File: config.mk
export PLATFORM = sky130hd
export DESIGN_NAME = fmac_unit
export DESIGN_NICKNAME = d
export VERILOG_FILES = /design/src/rtl/fmac_pkg.sv /design/src/rtl/fmac_ctrl.sv /design/src/rtl/fmac_mul.sv /design/src/rtl/fmac_acc.sv /design/src/rtl/fmac_unit.sv
export SDC_FILE = /design/constraint.sdc
export NUM_CORES = 1
export LEC_CHECK = 0
export BUFFER_PORTS_ARGS = -buffer_cell sky130_fd_sc_hd__buf_4
export CELL_PAD_IN_SITES_DETAIL_PLACEMENT = 1
export CELL_PAD_IN_SITES_GLOBAL_PLACEMENT = 2
export CORE_MARGIN = 5
export CORE_UTILIZATION = 38
export DETAILED_ROUTE_END_ITERATION = 10
export PLACE_DENSITY = 0.78
export SYNTH_ARGS = -nofsm -noshare
export SYNTH_HDL_FRONTEND = slang
export SYNTH_SLANG_ARGS = --single-unit
export TNS_END_PERCENT = 20
File: constraint.sdc
create_clock -name clk -period 6.75 [get_ports clk]
set_clock_uncertainty 0.2 [all_clocks]
set_input_delay 0.675 -clock clk [delete_from_list [all_inputs] [get_ports clk]]
set_output_delay 0.675 -clock clk [all_outputs]
set_load 0.02 [all_outputs]
File: src/rtl/fmac_pkg.sv
package fmac_pkg;
  typedef enum logic [2:0] {
    ST_IDLE  = 3'd0,
    ST_MULT  = 3'd1,
    ST_ACCUM = 3'd2,
    ST_MOVE  = 3'd3,
    ST_LOAD  = 3'd4
  } fmac_state_t;
endpackage

File: src/rtl/fmac_ctrl.sv
module fmac_ctrl
  import fmac_pkg::*;
(
  input  logic clk,
  input  logic rst,
  input  logic start,
  input  logic word_valid,
  output logic mult_fire,
  output logic acc_fire,
  output logic move_fire,
  output logic load_fire,
  output logic done
);
  fmac_state_t state_q, state_d;

  assign mult_fire = (state_q == ST_MULT);
  assign acc_fire  = (state_q == ST_ACCUM);
  assign move_fire = (state_q == ST_MOVE);
  assign load_fire = (state_q == ST_LOAD) && word_valid;

  always_comb begin
    state_d = state_q;
    unique case (state_q)
      ST_IDLE:  if (start) state_d = ST_MULT;
      ST_MULT:  state_d = ST_ACCUM;
      ST_ACCUM: state_d = ST_MOVE;
      ST_MOVE:  state_d = ST_LOAD;
      ST_LOAD:  if (word_valid) state_d = ST_IDLE;
      default:  state_d = ST_IDLE;
    endcase
  end

  always_ff @(posedge clk) begin
    if (rst) begin
      state_q <= ST_IDLE;
      done    <= 1'b0;
    end else begin
      state_q <= state_d;
      done    <= load_fire;
    end
  end


  done_pulse_chk: assert property (@(posedge clk) disable iff (rst)
    done |=> !done);


  fire_onehot_chk: assert property (@(posedge clk) disable iff (rst)
    $onehot0({mult_fire, acc_fire, move_fire, load_fire}));
endmodule

File: src/rtl/fmac_mul.sv
module fmac_mul #(
  parameter int OP_W = 16,
  localparam int PROD_W = 2 * OP_W
) (
  input  logic              clk,
  input  logic              rst,
  input  logic              en,
  input  logic [OP_W-1:0]   op_h,
  input  logic [OP_W-1:0]   op_i,
  output logic [PROD_W-1:0] prod,
  output logic              neg_one
);
  localparam logic [OP_W-1:0] MOST_NEG = {1'b1, {(OP_W-1){1'b0}}};

  function automatic logic [PROD_W-1:0] q_align(input logic [OP_W-1:0] a,
                                                input logic [OP_W-1:0] b);
    logic signed [PROD_W-1:0] raw;
    raw = PROD_W'($signed(a)) * PROD_W'($signed(b));
    return raw << 1;
  endfunction

  always_ff @(posedge clk) begin
    if (rst) begin
      prod    <= '0;
      neg_one <= 1'b0;
    end else if (en) begin
      prod    <= q_align(op_h, op_i);
      neg_one <= (op_h == MOST_NEG) && (op_i == MOST_NEG);
    end
  end


  prod_lsb_chk: assert property (@(posedge clk) disable iff (rst)
    prod[0] == 1'b0);


  flag_hold_chk: assert property (@(posedge clk) disable iff (rst)
    !en |=> $stable(neg_one) && $stable(prod));
endmodule

File: src/rtl/fmac_acc.sv
module fmac_acc #(
  parameter int PROD_W = 32,
  parameter int GUARD_W = 4,
  localparam int ACC_W = PROD_W + GUARD_W
) (
  input  logic              clk,
  input  logic              rst,
  input  logic              en,
  input  logic [PROD_W-1:0] prod,
  input  logic              neg_one,
  output logic [ACC_W-1:0]  acc
);
  localparam logic [ACC_W-1:0] PLUS_ONE = ACC_W'(1) << (PROD_W - 1);

  function automatic logic [ACC_W-1:0] addend(input logic [PROD_W-1:0] p,
                                              input logic n1);
    return n1 ? PLUS_ONE : {{GUARD_W{p[PROD_W-1]}}, p};
  endfunction

  always_ff @(posedge clk) begin
    if (rst) acc <= '0;
    else if (en) acc <= acc + addend(prod, neg_one);
  end


  acc_hold_chk: assert property (@(posedge clk) disable iff (rst)
    !en |=> $stable(acc));


  neg_one_acc_chk: assert property (@(posedge clk) disable iff (rst)
    (en && neg_one) |=> acc == $past(acc) + PLUS_ONE);
endmodule

File: src/rtl/fmac_unit.sv
module fmac_unit #(
  parameter int OP_W = 16,
  parameter int GUARD_W = 4,
  localparam int PROD_W = 2 * OP_W,
  localparam int ACC_W = PROD_W + GUARD_W
) (
  input  logic              clk,
  input  logic              rst,
  input  logic              start,
  input  logic [OP_W-1:0]   x_word,
  input  logic [OP_W-1:0]   y_word,
  input  logic              word_valid,
  output logic [PROD_W-1:0] product,
  output logic [ACC_W-1:0]  acc,
  output logic              ovf,
  output logic [OP_W-1:0]   iz_word,
  output logic              done
);
  logic mult_fire, acc_fire, move_fire, load_fire;
  logic [OP_W-1:0] h_q, i_q;

  fmac_ctrl u_ctrl (
    .clk(clk), .rst(rst), .start(start), .word_valid(word_valid),
    .mult_fire(mult_fire), .acc_fire(acc_fire), .move_fire(move_fire),
    .load_fire(load_fire), .done(done)
  );

  fmac_mul #(.OP_W(OP_W)) u_mul (
    .clk(clk), .rst(rst), .en(mult_fire), .op_h(h_q), .op_i(i_q),
    .prod(product), .neg_one(ovf)
  );

  fmac_acc #(.PROD_W(PROD_W), .GUARD_W(GUARD_W)) u_acc (
    .clk(clk), .rst(rst), .en(acc_fire), .prod(product), .neg_one(ovf),
    .acc(acc)
  );

  always_ff @(posedge clk) begin
    if (rst) begin
      h_q     <= '0;
      i_q     <= '0;
      iz_word <= '0;
    end else begin
      if (move_fire) iz_word <= h_q;
      if (load_fire) begin
        h_q <= x_word;
        i_q <= y_word;
      end
    end
  end


  iz_copy_chk: assert property (@(posedge clk) disable iff (rst)
    move_fire |=> iz_word == $past(h_q));


  operand_hold_chk: assert property (@(posedge clk) disable iff (rst)
    !load_fire |=> $stable(h_q) && $stable(i_q));
endmodule

==> impl_metrics.env <==
export IMPL_outcome="finished, final reports clean"
export IMPL_drive_above_1_share_pct=11.32
export IMPL_cts_setup_buffers=0
export IMPL_worst_pin_slew_ns=1.118
export IMPL_p_leak_nw=8.648
export IMPL_period_needed_ns=6.440
export IMPL_viasPerCell=5.115
export IMPL_cts_buffers=17
export IMPL_cpPeakStageDelay_ns=0.63
export IMPL_ys_types=69
export IMPL_fill_cells=4960
export IMPL_rows=75
export IMPL_final_common_cell="nand2_1"
export IMPL_post_cts_resize_count=0
export IMPL_synth_edff_count=0
export IMPL_hp_class="input pin to register"
export IMPL_final_cell_mix="nand2_1 (313), inv_1 (307), fa_1 (256), buf_4 (158), a21oi_1 (136)"
export IMPL_overflow=0
export IMPL_critPathBufInv=3
export IMPL_internal_power_mw=1.392
export IMPL_holdWs_ns=0.2542
export IMPL_ir_worst_vdd_uv=139.8
export IMPL_async_reset_ff_share_pct=0
export IMPL_path_delay_family="adder cells"
export IMPL_regArea_um2=2401
export IMPL_h_tree_depth=4
export IMPL_crit_top_cell="fa_1"
export IMPL_cp_slowest_cell="dfxtp_1"
export IMPL_setup_viol=0
export IMPL_crit_chain="nand2_1 -> fa_1 -> fa_1 -> fa_1 -> inv_1 -> fa_1 -> fa_1 -> inv_1 -> fa_1 -> inv_1 -> ha_1 -> o211a_1 -> and3_1 -> a211oi_1 -> o21ai_1 -> a21boi_0 -> o21ai_1 -> o311ai_0"
export IMPL_areaGrowthSynthToFinish_pct=13.75
export IMPL_power_frac_seq_pct=38.2
export IMPL_ys_warn_count=0
export IMPL_drt_initial_drc_count=654
export IMPL_root_buffer="clkbuf_16"
export IMPL_comb_power_share_pct=6.7
export IMPL_clk_insertion_delay_late_ns=0.46
export IMPL_gp_congestion=0.8656
export IMPL_drtPass1Iterations=5
export IMPL_final_hold_viol_count=0
export IMPL_wire_per_inst_um=19.59
export IMPL_cp_start_kind="register"
export IMPL_drv_cap=0
export IMPL_post_route_period_util_pct=95.41
export IMPL_die_y_um=214.6
export IMPL_grt_total_usage_pct=21.86
export IMPL_detail_route_antenna_nets=0
export IMPL_clock_fmax_ghz=0.1553
export IMPL_start_util_pct=38.17
export IMPL_clockPowerShare_pct=55.1
export IMPL_port_buffers=119
export IMPL_ys_seq_area_share_pct=14.98
export IMPL_path_max_fanout=9
export IMPL_powerDensity_nw_per_um2=104.2
export IMPL_grt_pass1_wl_mm=80.64
export IMPL_synth_area_um2=15900
export IMPL_critPathKind="register to register"
export IMPL_end_kind="register"
export IMPL_num_nets_final=2372
export IMPL_avgSynthCellArea_um2=8.415
export IMPL_grt_start_max_net_pins=89
export IMPL_cts_path_max_buffers=2
export IMPL_switching_share_pct=26.10
export IMPL_n_antenna_cell=0
export IMPL_io_pins=122
export IMPL_path_clk_slew_ns=0.07
export IMPL_critPathRequiredTime_ns=6.91
export IMPL_final_cell_count_no_fill=2517
export IMPL_multi_input_area_um2=11990
export IMPL_grt_pass1_vias=14185
export IMPL_wirelength_mm=49.31
export IMPL_crit_start="h_q[12]"
export IMPL_antenna_found_initial=0
export IMPL_drcViolationCount=0
export IMPL_dp_hpwl_mm=39.57
export IMPL_vias=12874
export IMPL_relSlewSlack_pct=25.49
export IMPL_dieArea_um2=46040
export IMPL_ctsHoldBuffers=0
export IMPL_cts_tree="done"
export IMPL_p_sw_mw=0.4918
export IMPL_synth_ff_type="dfxtp_1"
export IMPL_drv_slew=0
export IMPL_clock_sinks=119
export IMPL_final_core_util_pct=43.42
export IMPL_coreArea_um2=41670
export IMPL_syn_instance_count=1890
export IMPL_dp_cells=2485
export IMPL_synth_seq_cells=119
export IMPL_min_from="x_word[5]"
export IMPL_cp_arrival_ns=6.60
export IMPL_rsz0062_at_grt="yes"
export IMPL_fp_dieW_um=214.6
export IMPL_rr_startpoint="h_q[12]"
## sequential cells by signal, indices dropped and copies added, names as in the netlist
name / cells
u_ctrl.done: 1
h_q: 16
u_acc.acc: 35
u_mul.prod: 31
i_q: 16
u_ctrl.state_q: 3
u_mul.neg_one: 1
iz_word: 16
## area by class of cell
type                    count  area share, %
repair buffers            160          6.778
well taps                 539          3.728
flip-flops and latches    119          13.27
inverters                 307          6.370
multi-input cells        1360          66.29
clock buffers              19          2.504
clock inverters            13          1.058
## worst paths after layout
check | endpoint | slack (ns) | cells past startpoint
setup / recovery | u_mul.prod[22] | 0.31 | 18
hold / removal | h_q[5] | 0.25 | 3
setup reg to reg | u_mul.prod[22] | 0.31 | 18
hold reg to reg | iz_word[12] | 0.26 | 2
## synth_stat cells (10+ instances only)
cell type  instances  area [µm²]
clkbuf_1         101       379.1
xnor2_1           33       289.0
a31oi_1           11       68.82
xor2_1            17       148.9
nor2b_1           37       231.5
a21oi_1          137       685.7
nand2_1          313        1175
dfxtp_1          119        2382
a211oi_1          15       112.6
and3_1            10       62.56
fa_1             257        5145
nand2b_1          12       75.07
nor2_1            44       165.2
o21ai_1           13       65.06
ha_1             114        1426
nand3_1           39       195.2
nor3_1            18       90.09
and2_1           126       788.3
o21ai_0           29       145.1
a21o_1            18       135.1
inv_1            307        1152
## metrics by stage
| step | setup TNS [ns] | cell area [µm²] | setup WS [ns] | power [mW] |
|---|---|---|---|---|
| 2_1_floorplan | 0 | 15910 | 0.5518 | 0.8058 |
| 5_1_grt | -0.009530 | 18090 | -0.009530 | 1.950 |
| 6_report | 0 | 18090 | 0.3098 | 1.884 |
| 4_1_cts | 0 | 18050 | 0.01543 | 1.910 |
| 3_5_place_dp | 0 | 17410 | 0.06349 | 0.8627 |
| 3_3_place_gp | 0 | 17410 | 0.1808 | 0.8610 |
## layer usage
metal | GRT usage [%] | vias to the layer above | wire (µm)
li1 | - | 6094 | -
met1 | 30.18 | 6542 | 23510
met2 | 36.81 | 199 | 23660
met3 | 2.894 | 39 | 1489
met4 | 5.068 | 0 | 643
met5 | 0 | - | 0
## power groups by stage
| stage | Sequential (mW) | Clock [mW] | Combinational, mW |
|---|---|---|---|
| finish | 0.720 | 1.04 | 0.126 |
| global route | 0.721 | 1.09 | 0.137 |
| CTS | 0.720 | 1.06 | 0.127 |
| detailed placement | 0.736 | 0 | 0.127 |
| global placement | 0.735 | 0 | 0.126 |
| floorplan | 0.734 | 0 | 0.0715 |
## worst reg2reg max path: cells and delay by family, from the launching register on
| family | cells | cell delay, ns |
|---|---|---|
| AND/OR/NAND/NOR | 2 | 0.38 |
| adder cells (fa/ha/maj) | 7 | 3.41 |
| buffers and inverters | 3 | 0.14 |
| flip-flops | 1 | 0.63 |
| AO/OA/AOI/OAI | 6 | 1.58 |
## kinds of logic (layout without fill, tap and decap cells)
group	count (synthesis)	after routing	share of synthesized area (%)
buffers and inverters	412	499	9.779
AND/OR/NAND/NOR	647	647	19.69
adder cells (fa/ha/maj)	371	371	41.32
other	1	2	0.02358
multiplexers	1	1	0.06294
XOR/XNOR	50	50	2.754
AO/OA/AOI/OAI	289	289	11.39
flip-flops	119	119	14.98
No activity file was read; power rests on OpenSTA's default activity.
